[src/rtl/qpu_pkg.sv]
package qpu_pkg;
    typedef enum logic [1:0] {
        OP_NONE,
        OP_LOAD,
        OP_SET,
        OP_CLR
    } port_op_e;

    typedef enum logic {
        ST_DARK,
        ST_LIVE
    } drive_st_e;
endpackage

[src/rtl/qpu_op_decode.sv]
module qpu_op_decode
    import qpu_pkg::*;
(
    input  logic     op_load,
    input  logic     op_set,
    input  logic     op_clr,
    output port_op_e op
);
    always_comb begin
        if (op_load)     op = OP_LOAD;
        else if (op_set) op = OP_SET;
        else if (op_clr) op = OP_CLR;
        else             op = OP_NONE;
    end
endmodule

[src/rtl/qpu_out_latch.sv]
module qpu_out_latch
    import qpu_pkg::*;
#(
    parameter int PORT_W = 4,
    parameter int IDX_W  = 2
) (
    input  logic              clk,
    input  logic              rst_n,
    input  port_op_e          op,
    input  logic [PORT_W-1:0] acc_in,
    input  logic [IDX_W-1:0]  bit_idx,
    output logic [PORT_W-1:0] latch_q,
    output logic              live
);
    drive_st_e state_q, state_d;

    // state register
    always_ff @(posedge clk or negedge rst_n) begin
        if (!rst_n) state_q <= ST_DARK;
        else        state_q <= state_d;
    end

    // transitions: DARK_TO_LIVE on first load, LIVE_HOLD otherwise
    always_comb begin
        state_d = state_q;
        unique case (state_q)
            ST_DARK: if (op == OP_LOAD) state_d = ST_LIVE;
            ST_LIVE: state_d = ST_LIVE;
        endcase
    end

    // outputs of the machine
    always_comb begin
        unique case (state_q)
            ST_DARK: live = 1'b0;
            ST_LIVE: live = 1'b1;
        endcase
    end

    // latch storage, written in either state
    always_ff @(posedge clk or negedge rst_n) begin
        if (!rst_n) begin
            latch_q <= '0;
        end else begin
            unique case (op)
                OP_LOAD: latch_q <= acc_in;
                OP_SET:  latch_q[bit_idx] <= 1'b1;
                OP_CLR:  latch_q[bit_idx] <= 1'b0;
                OP_NONE: latch_q <= latch_q;
            endcase
        end
    end
endmodule

[src/rtl/qpu_pad_drive.sv]
module qpu_pad_drive #(
    parameter int PORT_W        = 4,
    parameter bit OPEN_DRAIN    = 1'b0,
    parameter bit PIN3_RESERVED = 1'b0
) (
    input  logic [PORT_W-1:0] latch_q,
    input  logic              live,
    output logic [PORT_W-1:0] pin_out,
    output logic [PORT_W-1:0] pin_oe
);
    localparam int RSV_PIN = PORT_W - 1;

    for (genvar g = 0; g < PORT_W; g++) begin : g_pin
        if (PIN3_RESERVED && g == RSV_PIN) begin : g_rsv
            assign pin_out[g] = 1'b0;
            assign pin_oe[g]  = 1'b0;
        end else if (OPEN_DRAIN) begin : g_od
            assign pin_out[g] = 1'b0;
            assign pin_oe[g]  = live & ~latch_q[g];
        end else begin : g_pp
            assign pin_out[g] = latch_q[g];
            assign pin_oe[g]  = live;
        end
    end
endmodule

[src/rtl/qpu_in_route.sv]
module qpu_in_route #(
    parameter int PORT_W = 4
) (
    input  logic [PORT_W-1:0] pin_in,
    input  logic              op_read,
    input  logic [1:0]        clk_mode,
    input  logic [2:0]        shift_mode,
    output logic [PORT_W-1:0] rd_data,
    output logic              cnt_clk,
    output logic              int_test,
    output logic              ser_en,
    output logic [PORT_W-2:0] ser_lines
);
    localparam logic [1:0] CM_EXT_COUNT = 2'b01;

    always_comb begin
        rd_data   = op_read ? pin_in : '0;
        cnt_clk   = (clk_mode == CM_EXT_COUNT) & pin_in[0];
        int_test  = shift_mode[2] & pin_in[0];
        ser_en    = |shift_mode[1:0];
        ser_lines = ser_en ? pin_in[PORT_W-1:1] : '0;
    end
endmodule

[src/rtl/quad_port_unit.sv]
module quad_port_unit
    import qpu_pkg::*;
#(
    parameter int PORT_W        = 4,
    parameter bit OPEN_DRAIN    = 1'b0,
    parameter bit PIN3_RESERVED = 1'b0,
    localparam int IDX_W        = (PORT_W > 1) ? $clog2(PORT_W) : 1
) (
    input  logic              clk,
    input  logic              rst_n,
    input  logic [PORT_W-1:0] acc_in,
    input  logic              op_load,
    input  logic              op_set,
    input  logic              op_clr,
    input  logic              op_read,
    input  logic [IDX_W-1:0]  bit_idx,
    input  logic [1:0]        clk_mode,
    input  logic [2:0]        shift_mode,
    input  logic [PORT_W-1:0] pin_in,
    output logic [PORT_W-1:0] rd_data,
    output logic              cnt_clk,
    output logic              int_test,
    output logic              ser_en,
    output logic [PORT_W-2:0] ser_lines,
    output logic [PORT_W-1:0] pin_out,
    output logic [PORT_W-1:0] pin_oe
);
    port_op_e          op;
    logic [PORT_W-1:0] latch_q;
    logic              live;

    qpu_op_decode u_dec (
        .op_load (op_load),
        .op_set  (op_set),
        .op_clr  (op_clr),
        .op      (op)
    );

    qpu_out_latch #(.PORT_W(PORT_W), .IDX_W(IDX_W)) u_latch (
        .clk     (clk),
        .rst_n   (rst_n),
        .op      (op),
        .acc_in  (acc_in),
        .bit_idx (bit_idx),
        .latch_q (latch_q),
        .live    (live)
    );

    qpu_pad_drive #(
        .PORT_W(PORT_W), .OPEN_DRAIN(OPEN_DRAIN), .PIN3_RESERVED(PIN3_RESERVED)
    ) u_pad (
        .latch_q (latch_q),
        .live    (live),
        .pin_out (pin_out),
        .pin_oe  (pin_oe)
    );

    qpu_in_route #(.PORT_W(PORT_W)) u_route (
        .pin_in     (pin_in),
        .op_read    (op_read),
        .clk_mode   (clk_mode),
        .shift_mode (shift_mode),
        .rd_data    (rd_data),
        .cnt_clk    (cnt_clk),
        .int_test   (int_test),
        .ser_en     (ser_en),
        .ser_lines  (ser_lines)
    );
endmodule

[config.mk]
export PLATFORM = sky130hd
export DESIGN_NAME = quad_port_unit
export DESIGN_NICKNAME = d
export VERILOG_FILES = /design/src/rtl/qpu_pkg.sv /design/src/rtl/qpu_op_decode.sv /design/src/rtl/qpu_out_latch.sv /design/src/rtl/qpu_pad_drive.sv /design/src/rtl/qpu_in_route.sv /design/src/rtl/quad_port_unit.sv
export SDC_FILE = /design/constraint.sdc
export NUM_CORES = 1
export LEC_CHECK = 0
export ABC_AREA = 0
export BUFFER_PORTS_ARGS = -buffer_cell sky130_fd_sc_hd__buf_2
export CORE_AREA = 2 2 39 41
export DETAILED_ROUTE_END_ITERATION = 10
export DIE_AREA = 0 0 41 43
export PLACE_DENSITY_LB_ADDON = 0.08
export SETUP_SLACK_MARGIN = 0.15
export SLEW_MARGIN = 20
export SYNTH_ARGS = -nofsm -noshare
export SYNTH_HDL_FRONTEND = slang
export SYNTH_SLANG_ARGS = --single-unit
[constraint.sdc]
create_clock -name clk -period 2.4 [get_ports clk]
set_input_delay 0.12 -clock clk [delete_from_list [all_inputs] [get_ports clk]]
set_output_delay 0.12 -clock clk [all_outputs]
set_load 0.02 [all_outputs]
==> out/metrics.yaml <==
ys_types: 17
grt_first_pass_wirelength_um: 1460
io_buffers: 38
worstSetupStartpoint: "u_latch.state_q"
routabilityCongestion: 0.683
layout_common_cells: "buf_2 (38), and2_1 (5), nand2_1 (5), dfrtp_1 (5)"
num_antenna_cells: 0
clockBufferDepth: 2
syn-mean-instance-area_um2: 8.76
swShare_pct: 30.3
run_status: "completed"
crit_buf_inv: 1
path_max_fanout: 5
min_period_ns: 0.928
slew_headroom_pct: 85.6
power_switching_mw: 0.0836
setup_viol: 0
cp-start-kind: "flip-flop"
start_util_pct: 27.2
p_leak_nw: 0.310
multi_input_area_um2: 214
hold_path_depth: 3
worst_pin_slew_ns: 0.215
final_layout_size_suffix_gt1_share_pct: 55.6
hpwlAfterDp_um: 827
synth.cell_area_um2: 377
placedInstanceArea_um2: 553
antenna_found_initial: 0
grt_pass1_vias: 368
dieArea_um2: 1760
drc: 0
max_freq_mhz: 1080
tns_ns: 0
die_h_um: 43
rows: 14
p_int_mw: 0.192
fin_hold_ws_ns: 0.107
yosys.area.top_type: "dfrtp_1"
clkTransAtPathRegs_ns: 0.04
ys_seq_elements: 5
power_density_nw_per_um2: 467
die_w_um: 41
pin_count: 39
finalCritPeriodShare_pct: 38.7
cp_top_family: "flip-flops"
nNetsFinal: 103
maxSlewViolCount: 0
cts_resized: 0
postCtsHoldBufs: 1
rsz0062_at_grt: "no"
vdd_drop_max_mv: 0.264
hold_end: "u_latch.latch_q[0]"
synthesis.nets: 64
grt_usage_pct: 12.7
path_class: "flip-flop to primary output"
antenna_left: 0
seq_area_um2: 125
worstHoldStart: "acc_in[0]"
drt-initial-drc-count: 2
hold_class: "input pin to flip-flop"
cp_data_required_time_ns: 2.28
vias: 416
firstDrtPassIters: 4
yosys-top-cells-area: "dfrtp_1 (33%), and2_1 (8.3%), buf_4 (8.0%)"
end_kind: "primary output"
cts_tree: "built"
reg2reg_to: "u_latch.state_q"
cts_htree_levels: 1
r2r_cells: 1
power_frac_comb_pct: 30.4
r2r_setup_slack_ns: 1.59
cts_sinks: 5
via_per_inst: 4.29
power.share.clock_pct: 34.9
hold_viol_final: 0
seq_power_share_pct: 34.7
syn_inst: 43
final_common_cell: "buf_2"
synth_top_cell_area_share_pct: 33.2
core_um2: 1380
cp_cell_sequence: "buf_2"
max_stage_delay_ns: 0.40
reg2reg_from: "u_latch.state_q"
cts_buffers: 3
nFillCells: 153
grt_start_max_net_pins: 14
cts_setup_buffers: 0
cpMaxStageDelayCell: "dfrtp_1"
area_delta_synth_final_pct: 56.5
clk_latency_ns: 0.24
wl_per_cell_um: 9.91
wl_um: 961
cap_viol_max_count: 0
final_area_um2: 589
worst_clock_skew_ns: 0
grt.overflow.total: 0
clockRootBuffer: "clkbuf_4"
crit_arrival_ns: 0.81
yosysSeqAreaShare_pct: 33.2
yosys_warnings: 0
## cell families (layout without fill, tap and decap cells)
family,after synthesis,in the layout,share of synthesized area (%)
buf+inv,6,44,9.97
compound gates,4,4,7.97
flops,5,5,33.2
simple gates,28,28,48.8
## worst max-delay path by stage
stage                                    end  slack [ns]  depth (start not counted)
after floorplan           u_latch.latch_q[0]        1.60                          2
after global placement    u_latch.latch_q[0]        1.42                          3
after detailed placement  u_latch.latch_q[2]        1.42                          3
after CTS                          pin_oe[0]        1.46                          1
after global routing               pin_oe[1]        1.42                          1
final                              pin_oe[0]        1.47                          1
## layout make-up
class / instances / area share, %
clock buffer: 4 / 4.46
multi-input combinational: 32 / 36.3
inverter: 1 / 0.637
timing repair buffer: 39 / 34.0
sequential: 5 / 21.2
tap: 16 / 3.40
## flip-flops by register name, indices dropped and copies added, names as in the netlist
name,count
u_latch.state_q,1
u_latch.latch_q,4
## synth_stat cells (all sizes together)
cell type and count:
and2 5, or4bb 2, nor2b 3, or4b 1
nand4b 1, nand2b 4, nand2 5, buf 4
and3b 2, inv 1, o211ai 4, or2 1
nor3b 1, dfrtp 5, nor2 2, clkbuf 1
and3 1
## metal layers
| metal | share of wire (%) | vias to the layer above | track usage (%) |
|---|---|---|---|
| li1 | - | 220 | - |
| met1 | 43 | 177 | 15.5 |
| met2 | 49 | 17 | 17.8 |
| met3 | 6.3 | 2 | 6.28 |
| met4 | 2.0 | 0 | 6.00 |
| met5 | 0 | - | 0 |
## per-stage QoR
step	total power, mW	setup WS [ns]	utilization [%]	instances
finish	0.275	1.47	42.6	97
global route	0.296	1.42	42.6	97
CTS	0.283	1.46	42.6	97
detailed placement	0.181	1.42	40.0	92
global placement	0.180	1.42	40.0	92
floorplan	0.140	1.60	-	43
## power by group through the flow
stage	registers [mW]	logic, mW	clock network [mW]
CTS	0.0957	0.0852	0.102
detailed placement	0.0968	0.0838	0
global route	0.0964	0.0914	0.108
global placement	0.0970	0.0835	0
floorplan	0.106	0.0344	0
finish	0.0955	0.0838	0.0961
Power figures use the tool's default switching activity.
